## src/rtl/serial_rx_pkg.sv

```systemverilog
package serial_rx_pkg;

  typedef enum logic [2:0] {
    ST_IDLE,
    ST_START,
    ST_DATA,
    ST_PAR,
    ST_STOP,
    ST_HOLD
  } rx_state_t;

  localparam int unsigned MIN_LEN = 4;

  // Half a bit time in ticks.
  function automatic int unsigned half_len(input int unsigned len);
    return len >> 1;
  endfunction

  // Map any requested length onto the supported 5..9 range.
  function automatic logic [3:0] fit_bits(input logic [3:0] req);
    if (req < 4'd5) return 4'd5;
    if (req > 4'd9) return 4'd9;
    return req;
  endfunction

  // A parity bit exists only below nine data bits.
  function automatic logic par_on(input logic en, input logic [3:0] bits);
    return en && (bits != 4'd9);
  endfunction

  // Ticks in one whole character: start, data, parity, stop.
  function automatic int unsigned frame_ticks(input int unsigned len,
                                              input int unsigned bits,
                                              input logic par);
    return len * (2 + bits + (par ? 1 : 0));
  endfunction

endpackage

```

## src/rtl/serial_rx_sync.sv

```systemverilog
module serial_rx_sync (
  input  logic clk,
  input  logic rst_n,
  input  logic rxd,
  output logic line_s
);
  logic meta_q;
  logic sync_q;

  always_ff @(posedge clk or negedge rst_n) begin
    if (!rst_n) begin
      meta_q <= 1'b1;
      sync_q <= 1'b1;
    end else begin
      meta_q <= rxd;
      sync_q <= meta_q;
    end
  end

  assign line_s = sync_q;
endmodule

```

## src/rtl/serial_rx_rate.sv

```systemverilog
module serial_rx_rate import serial_rx_pkg::*; #(
  parameter int CW  = 8,
  parameter int OVS = 8
) (
  input  logic          clk,
  input  logic          rst_n,
  input  logic          wr,
  input  logic          allow,
  input  logic [CW-1:0] val,
  output logic [CW-1:0] len,
  output logic          took
);
  localparam logic [CW-1:0] RST_LEN = CW'(OVS);
  localparam logic [CW-1:0] FLOOR   = CW'(MIN_LEN);

  logic [CW-1:0] len_q;

  assign took = wr && allow && (val >= FLOOR);

  always_ff @(posedge clk or negedge rst_n) begin
    if (!rst_n)    len_q <= RST_LEN;
    else if (took) len_q <= val;
  end

  assign len = len_q;
endmodule

```

## src/rtl/serial_rx_brk.sv

```systemverilog
module serial_rx_brk import serial_rx_pkg::*; #(
  parameter int CW = 8
) (
  input  logic          clk,
  input  logic          rst_n,
  input  logic          tick,
  input  logic          line,
  input  logic [CW-1:0] len,
  input  logic [3:0]    bits,
  input  logic          par,
  output logic          brk_hit
);
  localparam int LRW = CW + 4;
  localparam logic [LRW-1:0] SAT = {LRW{1'b1}};

  logic [LRW-1:0] low_run;
  logic [LRW-1:0] limit;

  assign limit = LRW'(frame_ticks(32'(len), 32'(bits), par));

  always_ff @(posedge clk or negedge rst_n) begin
    if (!rst_n) begin
      low_run <= '0;
      brk_hit <= 1'b0;
    end else begin
      brk_hit <= 1'b0;
      if (tick) begin
        if (line) begin
          low_run <= '0;
        end else begin
          if (low_run != SAT) low_run <= low_run + LRW'(1);
          if (low_run == limit) brk_hit <= 1'b1;
        end
      end
    end
  end
endmodule

```

## src/rtl/serial_rx_fsm.sv

```systemverilog
module serial_rx_fsm import serial_rx_pkg::*; #(
  parameter int CW = 8
) (
  input  logic          clk,
  input  logic          rst_n,
  input  logic          tick,
  input  logic          line,
  input  logic [CW-1:0] len,
  input  logic [3:0]    cfg_bits,
  input  logic          cfg_par_en,
  input  logic          cfg_par_odd,
  output rx_state_t     state_o,
  output logic [3:0]    cur_bits,
  output logic          cur_par,
  output logic          ev_char,
  output logic          ev_frame,
  output logic          ev_perr,
  output logic          ev_noise,
  output logic [8:0]    char_data
);
  rx_state_t     st;
  logic [CW-1:0] cnt;
  logic [3:0]    idx;
  logic [8:0]    sh;
  logic          acc;
  logic          perr_q;
  logic [CW-1:0] half;
  logic          bit_end;
  logic [3:0]    bits_fit;

  assign half     = CW'(half_len(32'(len)));
  assign bit_end  = (cnt == len - CW'(1));
  assign bits_fit = fit_bits(cfg_bits);

  always_ff @(posedge clk or negedge rst_n) begin
    if (!rst_n) begin
      st       <= ST_IDLE;
      cnt      <= '0;
      idx      <= '0;
      sh       <= '0;
      acc      <= 1'b0;
      perr_q   <= 1'b0;
      cur_bits <= 4'd8;
      cur_par  <= 1'b0;
      ev_char  <= 1'b0;
      ev_frame <= 1'b0;
      ev_perr  <= 1'b0;
      ev_noise <= 1'b0;
    end else begin
      ev_char  <= 1'b0;
      ev_frame <= 1'b0;
      ev_perr  <= 1'b0;
      ev_noise <= 1'b0;
      if (tick) begin
        unique case (st)
          ST_IDLE: begin
            if (!line) begin
              st       <= ST_START;
              cnt      <= CW'(1);
              sh       <= '0;
              perr_q   <= 1'b0;
              cur_bits <= bits_fit;
              cur_par  <= par_on(cfg_par_en, bits_fit);
              acc      <= cfg_par_odd;
            end
          end
          ST_START: begin
            if (line) begin
              st       <= ST_IDLE;
              ev_noise <= 1'b1;
            end else if (cnt == half - CW'(1)) begin
              st  <= ST_DATA;
              cnt <= '0;
              idx <= '0;
            end else begin
              cnt <= cnt + CW'(1);
            end
          end
          ST_DATA: begin
            if (bit_end) begin
              cnt     <= '0;
              sh[idx] <= line;
              acc     <= acc ^ line;
              if (idx == cur_bits - 4'd1) st <= cur_par ? ST_PAR : ST_STOP;
              else                        idx <= idx + 4'd1;
            end else begin
              cnt <= cnt + CW'(1);
            end
          end
          ST_PAR: begin
            if (bit_end) begin
              cnt    <= '0;
              perr_q <= acc ^ line;
              st     <= ST_STOP;
            end else begin
              cnt <= cnt + CW'(1);
            end
          end
          ST_STOP: begin
            if (bit_end) begin
              cnt <= '0;
              if (line) begin
                ev_char <= 1'b1;
                ev_perr <= cur_par & perr_q;
                st      <= ST_IDLE;
              end else begin
                ev_frame <= 1'b1;
                st       <= ST_HOLD;
              end
            end else begin
              cnt <= cnt + CW'(1);
            end
          end
          ST_HOLD: begin
            if (line) st <= ST_IDLE;
          end
          default: st <= ST_IDLE;
        endcase
      end
    end
  end

  assign state_o   = st;
  assign char_data = sh;
endmodule

```

## src/rtl/serial_rx.sv

```systemverilog
module serial_rx import serial_rx_pkg::*; #(
  parameter int CW  = 8,
  parameter int OVS = 8
) (
  input  logic          clk,
  input  logic          rst_n,
  input  logic          smp_tick,
  input  logic          rxd,
  input  logic [CW-1:0] cfg_len_val,
  input  logic          cfg_len_wr,
  input  logic [3:0]    cfg_bits,
  input  logic          cfg_par_en,
  input  logic          cfg_par_odd,
  input  logic          ack,
  output logic [8:0]    rx_data,
  output logic          rx_valid,
  output logic          par_err,
  output logic          frame_err,
  output logic          overrun,
  output logic          brk,
  output logic          busy,
  output logic [CW-1:0] len_cur
);
  logic       line_s;
  logic       len_allow;
  logic       len_took;
  rx_state_t  state;
  logic [3:0] cur_bits;
  logic       cur_par;
  logic       ev_char;
  logic       ev_frame;
  logic       ev_perr;
  logic       ev_noise;
  logic       brk_hit;
  logic [8:0] char_data;

  serial_rx_sync u_sync (
    .clk    (clk),
    .rst_n  (rst_n),
    .rxd    (rxd),
    .line_s (line_s)
  );

  assign len_allow = (state == ST_IDLE) && line_s;

  serial_rx_rate #(.CW(CW), .OVS(OVS)) u_rate (
    .clk   (clk),
    .rst_n (rst_n),
    .wr    (cfg_len_wr),
    .allow (len_allow),
    .val   (cfg_len_val),
    .len   (len_cur),
    .took  (len_took)
  );

  serial_rx_fsm #(.CW(CW)) u_fsm (
    .clk         (clk),
    .rst_n       (rst_n),
    .tick        (smp_tick),
    .line        (line_s),
    .len         (len_cur),
    .cfg_bits    (cfg_bits),
    .cfg_par_en  (cfg_par_en),
    .cfg_par_odd (cfg_par_odd),
    .state_o     (state),
    .cur_bits    (cur_bits),
    .cur_par     (cur_par),
    .ev_char     (ev_char),
    .ev_frame    (ev_frame),
    .ev_perr     (ev_perr),
    .ev_noise    (ev_noise),
    .char_data   (char_data)
  );

  serial_rx_brk #(.CW(CW)) u_brk (
    .clk     (clk),
    .rst_n   (rst_n),
    .tick    (smp_tick),
    .line    (line_s),
    .len     (len_cur),
    .bits    (cur_bits),
    .par     (cur_par),
    .brk_hit (brk_hit)
  );

  assign busy = (state != ST_IDLE);

  always_ff @(posedge clk or negedge rst_n) begin
    if (!rst_n) begin
      rx_data   <= '0;
      rx_valid  <= 1'b0;
      par_err   <= 1'b0;
      frame_err <= 1'b0;
      overrun   <= 1'b0;
      brk       <= 1'b0;
    end else begin
      if (ack) begin
        rx_valid  <= 1'b0;
        par_err   <= 1'b0;
        frame_err <= 1'b0;
        overrun   <= 1'b0;
        brk       <= 1'b0;
      end
      if (ev_char) begin
        rx_data  <= char_data;
        rx_valid <= 1'b1;
        if (ev_perr) par_err <= 1'b1;
        if (rx_valid && !ack) overrun <= 1'b1;
      end
      if (ev_frame) frame_err <= 1'b1;
      if (brk_hit)  brk       <= 1'b1;
    end
  end
endmodule

```

## config.mk

```make
export PLATFORM = sky130hd
export DESIGN_NAME = serial_rx
export DESIGN_NICKNAME = d
export VERILOG_FILES = /design/src/rtl/serial_rx_pkg.sv /design/src/rtl/serial_rx_sync.sv /design/src/rtl/serial_rx_rate.sv /design/src/rtl/serial_rx_brk.sv /design/src/rtl/serial_rx_fsm.sv /design/src/rtl/serial_rx.sv
export SDC_FILE = /design/constraint.sdc
export NUM_CORES = 1
export LEC_CHECK = 0
export ABC_CLOCK_PERIOD_IN_PS = 13700
export CELL_PAD_IN_SITES_DETAIL_PLACEMENT = 1
export CELL_PAD_IN_SITES_GLOBAL_PLACEMENT = 1
export CORE_AREA = 2 2 167 120
export DETAILED_ROUTE_END_ITERATION = 16
export DIE_AREA = 0 0 169 122
export PLACE_DENSITY = 0.61
export SYNTH_ARGS = -nofsm -noshare
export SYNTH_HDL_FRONTEND = slang
export SYNTH_SLANG_ARGS = --single-unit
```

## constraint.sdc

```tcl
create_clock -name clk -period 13.7 [get_ports clk]
set_input_delay 2.055 -clock clk [delete_from_list [all_inputs] [get_ports clk]]
set_output_delay 2.055 -clock clk [all_outputs]
set_load 0.05 [all_outputs]
```

**Yosys cells after proc, flatten, opt, wreduce, memory -nomap -nowiden**

Index checks and enable logic that the tools add are counted.

- Register bits: 71
- Bits in latches: 0
- Memory bits (writable): 0
- Memory bits (read-only): 0
- Input bits: 20
- Output and inout bits: 23
- Logic and storage cells: 152
- Memories kept: 0

- $add $sub $neg: 8
- Multiply operators: 1
- Div/mod/pow operators: 0
- $lt $le $gt $ge: 5
- Equality and inequality tests: 21
- Shifts and indexed selects: 0
- Multiplexer cells: 67
- Bitwise gates (word level): 3
- Reductions and logical operators: 25

Operators by type and width:

| cell | number |
|---|---|
| 1-bit two-way mux | 33 |
| 32-bit adder | 1 |
| 8-bit by 32-bit multiplier with 12-bit output | 1 |
| 4-bit two-way mux | 8 |
| 8-bit two-way mux | 4 |
| 3-bit two-way mux | 10 |
| 12-bit two-way mux | 2 |
| 8-bit one-hot mux with 3 select lines | 1 |
| 9-bit two-way mux | 2 |
| 3-bit one-hot mux with 6 select lines | 1 |
| 9-bit one-hot mux with 2 select lines | 1 |
| 8-bit == test | 2 |
| 2-bit nonzero test | 7 |
| 12-bit by 1-bit adder with 12-bit output (second input constant) | 1 |
| 12-bit == test | 1 |
| 12-bit inequality test (second input constant) | 1 |
| 4-bit AND reduction | 3 |
| 2-bit by 1-bit inequality test with 1-bit output (second input constant) | 5 |
| 9-bit bitwise mux | 1 |
| 8-bit by 1-bit adder with 8-bit output (second input constant) | 1 |
| 8-bit by 3-bit greater-or-equal comparator with 1-bit output (second input constant) | 1 |
| 2-bit inequality test (second input constant) | 4 |
| 4-bit one-hot mux with 2 select lines | 1 |
| 8-bit AND reduction | 1 |
| other kinds (28) | 37 |

**Longest topological paths before layout**

Gate-level depths: netlist of run 1.

- Depth after elaboration: 7
- Depth in mapped cells: 20
- Depth with buffers taken out: 20

**Cells and area by module**

From an unflattened synthesis of run 1, not the netlist that was laid out.

- Cells, all modules: 617
- Area, all modules: 5,715.5 um^2

By module, submodules not included:

| module | instances | cells an instance | area an instance (um^2) | seq. area each (um^2) |
|---|---|---|---|---|
| serial_rx_fsm | 1 | 318 | 2,650.0 | 877.1 |
| serial_rx_brk | 1 | 240 | 2,109.5 | 325.3 |
| serial_rx | 1 | 34 | 556.8 | 350.3 |
| serial_rx_rate | 1 | 23 | 346.6 | 201.4 |
| serial_rx_sync | 1 | 2 | 52.6 | 52.6 |

**Least setup slack after synthesis of run 1**

Ideal clock, no wire load.

- Path kind: reg-to-reg
- Start: register u_fsm.cur_bits[1]
- End: register u_brk.brk_hit
- Setup time: 86 ps
- Arrival time: 4,979 ps
- Required time: 13,614 ps
- Slack: 8,635 ps
- Cell stages (with the launch flop): 19
- Cell sequence: dfrtp_1 > inv_1 > ha_1 > nand2_1 > o31ai_1 > nand2_1 > fa_1 > inv_1 > fa_1 > inv_1 > fa_1 > fa_1 > inv_1 > ha_1 > xnor2_1 > xnor2_1 > nand3_1 > or4_1 > nor3_1

- Word-level cells in the longest chain between the ends: 7

Ends and longest elaborated chain:

| what | line | RTL |
|---|---|---|
| from (decl) | serial_rx_fsm.sv:13 | `output logic [3:0] cur_bits,` |
| from (signal assigned) | serial_rx_fsm.sv:62 | `cur_bits <= bits_fit;` |
| 2-bit by 4-bit adder with 5-bit output | serial_rx_pkg.sv:35 | `return len * (2 + bits + (par ? 1 : 0));` |
| 32-bit adder | serial_rx_pkg.sv:35 |  |
| 8-bit by 32-bit multiplier with 12-bit output | serial_rx_pkg.sv:35 |  |
| 12-bit == test | serial_rx_brk.sv:32 | `if (low_run == limit) brk_hit <= 1'b1;` |
| 1-bit two-way mux | serial_rx_brk.sv:32 |  |
| 1-bit two-way mux | serial_rx_brk.sv:28 | `if (line) begin` |
| 1-bit two-way mux | serial_rx_brk.sv:27 | `if (tick) begin` |
| to (signal assigned) | serial_rx_brk.sv:24 | `brk_hit <= 1'b0;` |
| to (signal assigned) | serial_rx_brk.sv:26 | `brk_hit <= 1'b0;` |
| to (signal assigned) | serial_rx_brk.sv:32 |  |
| to (decl) | serial_rx_brk.sv:11 | `output logic brk_hit` |

Every way passes these cells.
A chain may end at the register's enable or synchronous reset.

**Worst setup path in the final report of run 1**

Ends and elaborated chain as after synthesis.

==> results of run 1 <==
-- through the flow --
stage               utilization (%)  cell area [um^2]  cells  hold WS (ps)
global placement              32.65              6289    882         346.2
detailed placement            32.65              6289    882         347.8
global route                  34.09              6566    898         367.3
CTS                           34.05              6559    898         355.9
finish                        34.09              6566    898         355.4
floorplan                         -              5635    613         345.2
-- cells in the mapped netlist, types with 2 or more instances --
library cell               number
sky130_fd_sc_hd__nor4_1         5
sky130_fd_sc_hd__dfrtp_1       67
sky130_fd_sc_hd__buf_2          5
sky130_fd_sc_hd__and4_1         2
sky130_fd_sc_hd__o221ai_1       2
sky130_fd_sc_hd__nor3_2         3
sky130_fd_sc_hd__and3_1         7
sky130_fd_sc_hd__a21oi_1       29
sky130_fd_sc_hd__dfstp_2        4
sky130_fd_sc_hd__o21ai_0       24
sky130_fd_sc_hd__nand4_1        9
sky130_fd_sc_hd__nor4b_1        3
sky130_fd_sc_hd__nand2_1       61
sky130_fd_sc_hd__a211oi_1       4
sky130_fd_sc_hd__nor3b_1        3
sky130_fd_sc_hd__ha_1          43
sky130_fd_sc_hd__xnor2_1       40
sky130_fd_sc_hd__nor2_1        32
sky130_fd_sc_hd__a21bo_1        4
sky130_fd_sc_hd__a21o_1         6
sky130_fd_sc_hd__fa_1          23
sky130_fd_sc_hd__nand3_1       17
sky130_fd_sc_hd__mux2_2        17
sky130_fd_sc_hd__or3_1          2
sky130_fd_sc_hd__o21ai_1       14
sky130_fd_sc_hd__o31ai_1        3
sky130_fd_sc_hd__nand3b_1       3
sky130_fd_sc_hd__a21bo_2        5
sky130_fd_sc_hd__nor3_1        15
sky130_fd_sc_hd__xor2_1        17
sky130_fd_sc_hd__nor2b_1        6
sky130_fd_sc_hd__a22oi_1        2
sky130_fd_sc_hd__clkbuf_1      16
sky130_fd_sc_hd__or4_1          2
sky130_fd_sc_hd__a31oi_1        2
sky130_fd_sc_hd__a41oi_1        2
sky130_fd_sc_hd__a22o_1         4
sky130_fd_sc_hd__o21a_1         3
sky130_fd_sc_hd__inv_1         55
sky130_fd_sc_hd__and2_1        24
sky130_fd_sc_hd__o22ai_1        2
-- worst max-delay path: cells and delay by family (launching register included) --
family                     cells  cell delay (ps)
buffers and inverters          4              300
adders and majority gates      6             2780
AOI/OAI and AO/OA              1              760
DFF                            1              460
xor gates and xnor gates       2              340
and+or+nand+nor                5             1030
-- cells by family after synthesis --
group           synth area share [%]
mux                            3.397
compound gates                 14.54
xor+xnor                       8.859
fa+ha+maj                      17.72
flops                          31.62
buf+inv                        5.306
simple gates                   18.56
-- worst paths after layout --
check / from / to / slack [ps]
worst max-delay path: u_fsm.cur_bits[1] / u_brk.brk_hit / 7920
worst min-delay path: u_sync.meta_q / u_sync.line_s / 360
worst max register to register: u_fsm.cur_bits[1] / u_brk.brk_hit / 7920
worst min register to register: u_sync.meta_q / u_sync.line_s / 360
max in group asynchronous: rst_n / u_fsm.idx[1] / 11220
min in group asynchronous: rst_n / u_brk.low_run[2] / 1850
-- area by class of cell --
| class | count | area, um^2 |
|---|---|---|
| fill | 2234 | 12690 |
| timing repair buffer | 44 | 432.9 |
| multi-input combinational | 464 | 3562 |
| inverter | 56 | 210.2 |
| clock buffer | 13 | 250.2 |
| tap | 247 | 309.0 |
| sequential | 71 | 1782 |
| clock inverter | 3 | 20.02 |
-- flip-flops by register name, summed over array words and instances (netlist names), 3 cells and up --
register / cells
u_rate.len: 8
u_fsm.cnt: 8
u_fsm.state_o: 3
u_brk.low_run: 12
u_fsm.char_data: 9
rx_data: 9
u_fsm.cur_bits: 4
u_fsm.idx: 4
-- metal layers --
layer / global-route usage, % / part of all wire, %
met1: 23.13 / 53
met2: 24.44 / 43
met3: 3.704 / 3.2
met4: 3.686 / 0.98
met5: 0 / 0
==> reports/metrics.yaml, run 1 <==
die:
  design.portCount: 43
  die-height_um: 122
  core_area_um2: 19260
  die_area_um2: 20620
  initial_utilization_pct: 29.26
  die_width_um: 169
  placementRows: 43
place:
  dp_hpwl_um: 11730
  gp_routability_congestion: 0.8042
  numPortBuffers: 42
  place_ws_ps: 7893
yosys:
  synth_area_leaders: "sky130_fd_sc_hd__dfrtp_1, sky130_fd_sc_hd__ha_1, sky130_fd_sc_hd__fa_1"
  mappedNetlistNets: 699
  synth.avg_cell_area_um2: 9.193
  yosysWarningCount: 0
  synth-main-ff-cell: "sky130_fd_sc_hd__dfrtp_1"
  yosysTopAreaCellShare_pct: 29.75
  synth_top_area_cell: "sky130_fd_sc_hd__dfrtp_1"
  post_synthesis_cell_count: 613
  synth_seq_area_share_pct: 31.62
  distinct_cells_synth: 67
  ys_ff_latch: 71
  synth_enable_flop_cells: 0
  mappedNetlistArea_um2: 5635
  postSynth.asyncResetShare_pct: 100.0
critical_path:
  timing.critical_path.arrival_ps: 6030
  worst-r2r-cell-count: 18
  cp-end-kind: "flip-flop"
  critical_path.startpoint_type: "flip-flop"
  stage_delay_of_the_slowest_cell_on_the_critical_path_ps: 760
  timing.critical_path.cells: "inv_1, ha_1, nand2_1, o31ai_1, nand2_1, fa_1, inv_1, fa_1, inv_1, fa_1, fa_1, inv_1, ha_1, xnor2_1, xnor2_1, nand3_1, or4_1, nor3_1"
  setup.worst_path.class: "reg2reg"
  cpMaxStageDelayCell: "sky130_fd_sc_hd__o31ai_1"
  cp_max_fo: 8
  worst-endpoint-required_ps: 13950
sta:
  period_share_pct: 42.18
  final.setup.worst_slack_ps: 7921
  timing.fmax_ghz: 0.1730
  timing.final.hold_violations: 0
  worst_slew_pin_slew_ps: 932.0
  report.final.setup_viol: 0
  grt_setup_unrepaired: "no"
  period_minus_slack_ps: 5779
  maxSlewViolCount: 0
  totalNegativeSetupSlack_ps: 0
  final.setup_skew_ps: 11.77
  worst_slew_margin_rel_pct: 37.34
status:
  outcome: "finished clean"
clocking:
  clkLatencyLatePin_ps: 340
  tritoncts_buffer_count: 9
  clock_path_buffers: 2
  cts_post_setup_buffers_inserted: 0
  cts_tree: "yes"
  cts_htree_levels: 3
  clock_tree.root_cell: "sky130_fd_sc_hd__clkbuf_16"
  post_cts_resized: 0
  cts.clk_slew.worst_paths_ps: 60
  cts.sinks: 71
  cts-hold-fix-buffers: 0
detailed_routing:
  vias: 4570
  avgViaCountPerCell: 5.089
  ant_nets: 0
  drt-total-wl_um: 15460
  detail_route.wl_per_cell_um: 17.21
  first_pass_iters: 4
  drc: 0
  drtIter0Drc: 212
final_layout:
  layout.cells.most_common: "sky130_fd_sc_hd__dfrtp_1"
  area_growth_syn_to_layout_pct: 16.52
  layout.cells.most_common_list: "sky130_fd_sc_hd__dfrtp_1, sky130_fd_sc_hd__nand2_1, sky130_fd_sc_hd__inv_1, sky130_fd_sc_hd__ha_1, sky130_fd_sc_hd__clkdlybuf4s50_1"
  post_route_cells_drive_above_1_share_pct: 7.988
  finalNetCount: 732
  number_of_antenna_diodes: 0
grt:
  grt_pass1_wl_um: 26030
  grt.overflow.total: 0
  grtUsageTotal_pct: 16.05
  vias_in_the_first_global_route: 4933
  maximum_number_of_pins_on_one_net_before_global_route_repair: 72
  grt_antenna_before_repair: 0
hold_path:
  holdPathStages: 0
  hold_path.class: "reg2reg"
run:
  total_of_max_cap_violations: 0
Power of run 1 is left out: the tool's default activity adds up to more than one toggle a clock period on the data nets, which glitch-free logic cannot reach.
==> inputs of run 2 (changes only) <==
- ABC_CLOCK_PERIOD_IN_PS: 13700 -> 5000
- PLACE_DENSITY: 0.61 -> 0.63
- clock period: 13.7 -> 5 ns (I/O delays scaled with it)
==> reports/metrics.yaml, run 2 (synthesized netlist as in run 1, its figures left out) <==
sta:
  final.setup.worst_slack_ps: 149.3
  period_minus_slack_ps: 4851
  period_share_pct: 97.01
  timing.fmax_ghz: 0.2062
  final.setup_skew_ps: 9.131
  report.final.setup_viol: 0
  worst_slew_margin_rel_pct: 12.63
  fin_hold_ws_ps: 354.9
  worst_slew_pin_slew_ps: 1294
  maxSlewViolCount: 0
  timing.final.hold_violations: 0
detailed_routing:
  detail_route.wl_per_cell_um: 17.87
  drt-total-wl_um: 16570
  drc: 0
  ant_nets: 0
  first_pass_iters: 4
  avgViaCountPerCell: 5.046
  drtIter0Drc: 232
  vias: 4678
final_layout:
  number_of_antenna_diodes: 0
  post-route-util_pct: 36.46
  layout.cells.most_common_list: "sky130_fd_sc_hd__dfrtp_1, sky130_fd_sc_hd__nand2_1, sky130_fd_sc_hd__inv_1, sky130_fd_sc_hd__clkdlybuf4s50_1, sky130_fd_sc_hd__xnor2_1"
  fillers: 2216
  area_growth_syn_to_layout_pct: 24.60
  post_route_cells_drive_above_1_share_pct: 16.18
  largest_register_ffs: 12
  finalNetCount: 761
  layout.cells.most_common: "sky130_fd_sc_hd__dfrtp_1"
  registers.top_by_ff_count: "u_brk.low_run"
critical_path:
  cp_max_fo: 4
  cp-end-kind: "flip-flop"
  critical_path.startpoint_type: "flip-flop"
  critical_path_buf_inv_count: 5
  timing.critical_path.arrival_ps: 5120
  stage_delay_of_the_slowest_cell_on_the_critical_path_ps: 540
  critPathMostFrequentCell: "sky130_fd_sc_hd__fa_1"
  cpLargestDelayFamily: "adder cells"
  cpMaxStageDelayCell: "sky130_fd_sc_hd__or4_1"
  setup.worst_path.class: "reg2reg"
  timing.critical_path.cells: "buf_4, buf_4, nor4bb_4, o21ai_1, o31ai_4, nand2_1, fa_1, inv_1, fa_1, inv_2, fa_1, fa_1, inv_1, ha_4, o21ai_2, nor2_2, nor2_2, xnor2_1, or4_1, nor3_2"
  worst-endpoint-required_ps: 5270
grt:
  vias_in_the_first_global_route: 5103
  grtUsageTotal_pct: 17.12
  grt_antenna_before_repair: 0
  maximum_number_of_pins_on_one_net_before_global_route_repair: 72
  grt.overflow.total: 0
  grt_pass1_wl_um: 27640
place:
  gp_routability_congestion: 0.8545
  dp_hpwl_um: 12230
  place_ws_ps: -256.1
  numPortBuffers: 42
die:
  die_area_um2: 20620
  initial_utilization_pct: 29.26
  core_area_um2: 19260
  placementRows: 43
  design.portCount: 43
  die-height_um: 122
  die_width_um: 169
clocking:
  clock_path_buffers: 2
  tritoncts_buffer_count: 9
  cts.clk_slew.worst_paths_ps: 60
  cts_htree_levels: 3
  cts.sinks: 71
  cts_tree: "yes"
  clock_tree.root_cell: "sky130_fd_sc_hd__clkbuf_16"
  clkLatencyLatePin_ps: 350
  cts-hold-fix-buffers: 0
hold_path:
  hold_path.class: "reg2reg"
run:
  total_of_max_cap_violations: 0
status:
  outcome: "finished clean"
==> run 2: repair_timing <==
action | CTS | global route
setup endpoints to repair | 1 | 1
pin swaps | 16 | 9
setup buffers | 8 | 2
resized for setup | 18 | 16
==> run 2: metrics by stage <==
step	cell area, um^2	instances	TNS, ps
floorplan	5640	613	0
global placement	6444	902	0
detailed placement	6444	902	-256.1
CTS	6928	925	0
global route	7022	927	-54.86
finish	7022	927	0
==> run 2: cell type report <==
cell class	count	area [um^2]	share of cell area, %
multi-input combinational	464	3731	53.14
timing repair buffer	73	658.1	9.373
sequential	71	1782	25.37
clock inverter	6	92.59	1.319
clock buffer	10	239.0	3.403
tap	247	309.0	4.401
inverter	56	210.2	2.994
==> run 2: worst register-to-register path, cell delays in order (launching register included) <==
cell	delay [ps]
sky130_fd_sc_hd__dfrtp_1	420
sky130_fd_sc_hd__buf_4	160
sky130_fd_sc_hd__buf_4	150
sky130_fd_sc_hd__nor4bb_4	280
sky130_fd_sc_hd__o21ai_1	130
sky130_fd_sc_hd__o31ai_4	90
sky130_fd_sc_hd__nand2_1	100
sky130_fd_sc_hd__fa_1	490
sky130_fd_sc_hd__inv_1	50
sky130_fd_sc_hd__fa_1	520
sky130_fd_sc_hd__inv_2	50
sky130_fd_sc_hd__fa_1	450
sky130_fd_sc_hd__fa_1	490
sky130_fd_sc_hd__inv_1	60
sky130_fd_sc_hd__ha_4	290
sky130_fd_sc_hd__o21ai_2	60
sky130_fd_sc_hd__nor2_2	130
sky130_fd_sc_hd__nor2_2	60
sky130_fd_sc_hd__xnor2_1	130
sky130_fd_sc_hd__or4_1	540
sky130_fd_sc_hd__nor3_2	130
==> run 2: final timing paths <==
check	start	endpoint	slack, ps	cells past startpoint
worst min register to register	u_sync.meta_q	u_sync.line_s	350	0
worst min-delay path	u_sync.meta_q	u_sync.line_s	350	0
min in group asynchronous	rst_n	overrun	560	1
worst max register to register	u_fsm.cur_bits[1]	u_brk.brk_hit	150	20
worst max-delay path	u_fsm.cur_bits[1]	u_brk.brk_hit	150	20
max in group asynchronous	rst_n	u_fsm.cnt[2]	3830	1
==> run 2: per-layer routing <==
layer  GRT usage (%)  part of all wire [%]  vias to the layer above
li1                -                     -                     2233
met1           24.54                    51                     2358
met2           26.31                    44                       74
met3           3.281                   3.6                       13
met4           4.915                  0.91                        0
met5               0                     0                        -
Power of run 2 is left out for the same reason.
